==> config.mk <==
export PLATFORM = sky130hd
export DESIGN_NAME = srm_unit
export DESIGN_NICKNAME = d
export VERILOG_FILES = /design/src/rtl/srm_pkg.sv /design/src/rtl/srm_absval.sv /design/src/rtl/srm_magdiv.sv /design/src/rtl/srm_signfix.sv /design/src/rtl/srm_unit.sv
export SDC_FILE = /design/constraint.sdc
export NUM_CORES = 1
export LEC_CHECK = 0
export BUFFER_PORTS_ARGS = -buffer_cell sky130_fd_sc_hd__clkbuf_2
export CAP_MARGIN = 20
export CORE_UTILIZATION = 30
export DETAILED_ROUTE_END_ITERATION = 10
export GPL_TIMING_DRIVEN = 0
export PLACE_DENSITY = 0.6
export SLEW_MARGIN = 30
export SYNTH_ARGS = -nofsm -noshare
export SYNTH_HDL_FRONTEND = slang
export SYNTH_SLANG_ARGS = --single-unit
==> constraint.sdc <==
create_clock -name clk -period 4.4 [get_ports clk]
set_clock_uncertainty 0.15 [all_clocks]
set_input_delay 0.88 -clock clk [delete_from_list [all_inputs] [get_ports clk]]
set_output_delay 0.88 -clock clk [all_outputs]
set_load 0.005 [all_outputs]
==> src/rtl/srm_pkg.sv <==
package srm_pkg;

    typedef enum logic [1:0] {
        ST_IDLE   = 2'd0,
        ST_DIVIDE = 2'd1,
        ST_ADJUST = 2'd2
    } srm_state_e;

    typedef enum logic {
        OP_REM = 1'b0,
        OP_MOD = 1'b1
    } srm_op_e;

endpackage

==> src/rtl/srm_absval.sv <==
module srm_absval #(
    parameter int W = 16
) (
    input  logic [W-1:0] val,
    output logic [W-1:0] mag,
    output logic         neg
);
    // The unsigned magnitude of the most negative value is 2^(W-1), which fits in W bits.
    always_comb begin
        neg = val[W-1];
        mag = neg ? (~val + W'(1)) : val;
    end
endmodule

==> src/rtl/srm_magdiv.sv <==
module srm_magdiv #(
    parameter int W = 16
) (
    input  logic         clk,
    input  logic         rst_n,
    input  logic         load,
    input  logic         step,
    input  logic [W-1:0] num_mag,
    input  logic [W-1:0] den_mag,
    output logic [W-1:0] rem_mag
);
    localparam int PW = W + 1;

    logic [PW-1:0] part_q;
    logic [W-1:0]  quo_q;
    logic [W-1:0]  den_q;
    logic [PW-1:0] shifted;
    logic [PW-1:0] trial;
    logic          restore;

    // One restoring step: shift in the next dividend bit, try a subtraction, keep it if non-negative.
    always_comb begin
        shifted = {part_q[W-1:0], quo_q[W-1]};
        trial   = shifted - {1'b0, den_q};
        restore = trial[PW-1];
    end

    always_ff @(posedge clk) begin
        if (!rst_n) begin
            part_q <= '0;
            quo_q  <= '0;
            den_q  <= '0;
        end else if (load) begin
            part_q <= '0;
            quo_q  <= num_mag;
            den_q  <= den_mag;
        end else if (step) begin
            part_q <= restore ? shifted : trial;
            quo_q  <= {quo_q[W-2:0], ~restore};
        end
    end

    assign rem_mag = part_q[W-1:0];
endmodule

==> src/rtl/srm_signfix.sv <==
module srm_signfix #(
    parameter int W = 16
) (
    input  logic [W-1:0] rem_mag,
    input  logic         neg_a,
    input  logic [W-1:0] den,
    input  logic         want_mod,
    output logic [W-1:0] fixed
);
    logic [W-1:0] rem_s;
    logic         nonzero;
    logic         sign_mismatch;

    always_comb begin
        // The truncating remainder takes the dividend's sign.
        rem_s         = neg_a ? (W'(0) - rem_mag) : rem_mag;
        nonzero       = (rem_mag != '0);
        sign_mismatch = (neg_a != den[W-1]);
        // Floored modulo: shift a non-zero remainder by one divisor when the signs disagree.
        if (want_mod && nonzero && sign_mismatch)
            fixed = rem_s + den;
        else
            fixed = rem_s;
    end
endmodule

==> src/rtl/srm_unit.sv <==
module srm_unit
    import srm_pkg::*;
#(
    parameter int W = 16
) (
    input  logic         clk,
    input  logic         rst_n,
    input  logic         start,
    input  logic         op_mod,
    input  logic [W-1:0] dividend,
    input  logic [W-1:0] divisor,
    output logic         busy,
    output logic         done,
    output logic [W-1:0] result,
    output logic         flag_z,
    output logic         flag_n,
    output logic         div_zero
);
    localparam int CW = (W > 2) ? $clog2(W) : 1;
    localparam logic [CW-1:0] LAST_STEP = CW'(W - 1);

    srm_state_e    state_q, state_d;
    logic [CW-1:0] step_q;

    logic [W-1:0]  a_mag, b_mag, rem_mag, fixed;
    logic          a_neg, b_neg_unused;
    logic          div_is_zero, launch, stepping;

    logic          hold_neg_a;
    logic [W-1:0]  hold_den;
    logic          hold_mod;

    logic [W-1:0]  result_q;
    logic          done_q, z_q, n_q, dz_q;

    assign div_is_zero = (divisor == '0);
    assign launch      = (state_q == ST_IDLE) && start && !div_is_zero;
    assign stepping    = (state_q == ST_DIVIDE);

    srm_absval #(.W(W)) u_abs_a (.val(dividend), .mag(a_mag), .neg(a_neg));
    srm_absval #(.W(W)) u_abs_b (.val(divisor),  .mag(b_mag), .neg(b_neg_unused));

    srm_magdiv #(.W(W)) u_div (
        .clk     (clk),
        .rst_n   (rst_n),
        .load    (launch),
        .step    (stepping),
        .num_mag (a_mag),
        .den_mag (b_mag),
        .rem_mag (rem_mag)
    );

    srm_signfix #(.W(W)) u_fix (
        .rem_mag  (rem_mag),
        .neg_a    (hold_neg_a),
        .den      (hold_den),
        .want_mod (hold_mod),
        .fixed    (fixed)
    );

    // Next-state logic
    always_comb begin
        state_d = state_q;
        unique case (state_q)
            ST_IDLE:   if (launch) state_d = ST_DIVIDE;
            ST_DIVIDE: if (step_q == LAST_STEP) state_d = ST_ADJUST;
            ST_ADJUST: state_d = ST_IDLE;
            default:   state_d = ST_IDLE;
        endcase
    end

    // State register and step counter
    always_ff @(posedge clk) begin
        if (!rst_n) begin
            state_q <= ST_IDLE;
            step_q  <= '0;
        end else begin
            state_q <= state_d;
            if (state_q == ST_DIVIDE)
                step_q <= step_q + CW'(1);
            else
                step_q <= '0;
        end
    end

    // Output and operand-hold registers
    always_ff @(posedge clk) begin
        if (!rst_n) begin
            result_q   <= '0;
            done_q     <= 1'b0;
            z_q        <= 1'b0;
            n_q        <= 1'b0;
            dz_q       <= 1'b0;
            hold_neg_a <= 1'b0;
            hold_den   <= '0;
            hold_mod   <= 1'b0;
        end else begin
            done_q <= 1'b0;
            unique case (state_q)
                ST_IDLE: begin
                    if (start && div_is_zero) begin
                        result_q <= '0;
                        z_q      <= 1'b1;
                        n_q      <= 1'b0;
                        dz_q     <= 1'b1;
                        done_q   <= 1'b1;
                    end else if (start) begin
                        hold_neg_a <= a_neg;
                        hold_den   <= divisor;
                        hold_mod   <= (srm_op_e'(op_mod) == OP_MOD);
                    end
                end
                ST_DIVIDE: begin
                end
                ST_ADJUST: begin
                    result_q <= fixed;
                    z_q      <= (fixed == '0);
                    n_q      <= fixed[W-1];
                    dz_q     <= 1'b0;
                    done_q   <= 1'b1;
                end
                default: begin
                end
            endcase
        end
    end

    assign busy     = (state_q != ST_IDLE);
    assign done     = done_q;
    assign result   = result_q;
    assign flag_z   = z_q;
    assign flag_n   = n_q;
    assign div_zero = dz_q;
endmodule

==> impl_metrics.yaml <==
outcome:
  status: "completed"
route:
  dr.pass1.iters: 5
  via_count: 5631
  drt_wl_total_um: 16700
  drc_errors: 0
  highest_layer: "met4"
  final_antenna_net_count: 0
  met1Wirelength_um: 8680
  dr_wl_met3_um: 541
  dr_wl_met2_um: 7250
  wire_per_inst_um: 15.1
  drtIter0Drc: 342
  via_per_inst: 5.09
die:
  rows: 52
  dieArea_um2: 21200
  io_pins: 57
  die_h_um: 146
  core_area_um2: 20200
  die_w_um: 146
  start_util: 0.306
timing:
  setup_viol_count_final: 0
  tightest_slew_ns: 0.694
  period_minus_slack_ns: 4.35
  hold_viol: 0
  rsz0062_at_grt: "yes"
  max_freq_mhz: 230
  tns_ns: 0
  slew_headroom: 0.536
  fin_hold_ws_ns: 0.300
  slew_viol_final: 0
  timing.final.crit_share: 0.990
clock_network:
  numCtsBuffers: 9
  clock-sinks: 91
  ctsRootBufferMaster: "clkbuf_16"
  clock_latency_ns: 0.36
  cts_max_level: 3
  clock_path_buffers: 2
  holdBufCountCts: 0
  clkTransAtPathRegs_ns: 0.07
  cts_tree: "done"
global_routing:
  grt_use_total: 0.158
  grt_pass1_wl_um: 26700
  antenna_found_initial: 0
  overflow: 0
  grt_max_degree: 20
  grt_pass1_vias: 5121
final_layout:
  antennaDiodeCount: 0
  area_growth_pct: 16.2
  fin_nets: 908
  final_cells: 1107
  final_layout_size_suffix_gt1_frac: 0.124
critical_path:
  critPathLaunchType: "register"
  arrival_ns: 4.46
  critPathKind: "reg -> reg"
  path_max_fanout: 7
  worstPathRequired_ns: 4.51
  cp-end-kind: "register"
synthesis:
  synth_edf_count: 0
  ys_types: 61
  yosys_most_used_dff: "dfxtp_1"
  syn_avg_cell_area_um2: 8.10
  netlist_area_um2: 6200
  syn-num-nets: 841
  ys_async_sr_fraction: 0
  synth-seq-cells: 91
  yosys_warnings: 0
  ys_seq_area_frac: 0.294
  syn_inst: 765
pwr:
  power.switching_mw: 0.849
  p_leak_nw: 3.00
  p_sw_frac: 0.340
  total_power_mw: 2.49
  pwr-share-comb: 0.290
  internal_power_mw: 1.65
  ir_worst_vdd_uv: 277
  powerDensity_nw_per_um2: 346
  clkPwrFrac: 0.340
  p_seq_frac: 0.370
worst_hold_path:
  worstHoldPathType: "reg -> reg"
placement:
  dp.cells: 1089
  place_congestion: 0.865
  dp_hpwl_um: 13300
  place.port_buffers: 54
flow_run:
  cap_violations: 0
## metrics by stage
step / worst slack, ns / cell area, µm² / util
CTS: 0.0117 / 7160 / 0.354
global placement: -0.180 / 6810 / 0.336
global route: -0.0625 / 7200 / 0.356
floorplan: 0.275 / 6200 / -
detailed placement: -0.192 / 6810 / 0.336
finish: 0.0454 / 7200 / 0.356
## routing by layer
layer  vias up  track usage
li1       2877            -
met1      2634        0.231
met2       103        0.236
met3        17       0.0229
met4         0       0.0547
met5         -            0
## critical path: stages, from the launching register on
cell	delay, ns
dfxtp_1	0.42
or4_4	0.60
or4_1	0.56
o21ai_1	0.18
xnor2_1	0.18
ha_1	0.36
nand4_1	0.15
a211oi_2	0.06
nor3_1	0.26
xor2_1	0.21
a21oi_1	0.12
or4b_1	0.52
o41a_1	0.33
nor4_2	0.16
## cells in the final DEF, fill, tap and decap left out, types with 27 or more instances in the layout
cell type,Yosys,final
xnor2_1,32,31
a21boi_0,27,27
nand2_1,94,94
ha_1,38,38
clkbuf_1,30,29
dfxtp_1,91,89
xor2_1,34,34
nor2_1,63,63
nor2b_1,32,32
clkbuf_2,1,56
inv_1,35,34
## flip-flops by register name (all words and copies together) (netlist names)
name / count
state_q: 2
hold_den: 16
hold_neg_a: 1
done: 1
flag_z: 1
step_q: 4
div_zero: 1
u_div.part_q: 16
u_div.quo_q: 16
result: 16
u_div.den_q: 16
hold_mod: 1
## cell usage after synthesis, types with 13 or more instances
cell       n  area share
clkbuf_1  30       0.018
a211oi_1  18       0.022
inv_1     35       0.021
nor2b_1   32       0.032
mux2i_1   13       0.021
a21oi_1   27       0.022
dfxtp_1   91        0.29
o211a_1   14       0.023
xor2_1    34       0.048
a221oi_1  13       0.018
o31ai_1   15       0.018
a21boi_0  27       0.033
nand2_1   94       0.057
xnor2_1   32       0.045
ha_1      38       0.077
a22oi_1   20       0.024
o21ai_0   26       0.021
nor3_1    15       0.012
nor2_1    63       0.038
## worst paths after layout
path,from,to,slack [ns],cells past startpoint
worst max-delay path,u_div.part_q[6],flag_z,0.05,13
worst min register to register,step_q[0],step_q[0],0.30,1
worst min-delay path,step_q[0],step_q[0],0.30,1
worst max register to register,u_div.part_q[6],flag_z,0.05,13
## kinds of logic (layout without fill, tap and decap cells)
kind of cell	Yosys count	count (layout)	share of synthesized area
compound gates	212	212	0.247
buf+inv	73	145	0.0460
simple gates	269	269	0.214
flops	91	91	0.294
fa+ha+maj	40	40	0.0831
mux	14	14	0.0228
xor+xnor	66	66	0.0932
## power by group through the flow
stage / Sequential (mW) / Clock [mW] / Combinational, mW
floorplan: 0.917 / 0 / 0.550
global placement: 0.938 / 0 / 0.709
detailed placement: 0.939 / 0 / 0.711
CTS: 0.920 / 0.860 / 0.719
global route: 0.927 / 0.889 / 0.808
finish: 0.922 / 0.847 / 0.725
## final cells by class
| class | instances | area (µm²) |
|---|---|---|
| fill | 2131 | 13000 |
| multi-input combinational | 601 | 4140 |
| sequential | 91 | 1820 |
| tap | 270 | 338 |
| timing repair buffer | 56 | 285 |
| clock buffer | 9 | 225 |
| buffer | 38 | 155 |
| inverter | 35 | 131 |
| clock inverter | 7 | 108 |
## timing repair
action	CTS	global route
endpoints found under the hold margin	0	0
pin swaps	1	0
setup endpoints to repair	1	15
resized for setup	3	12
setup buffers	2	0
Power figures use the tool's default switching activity.
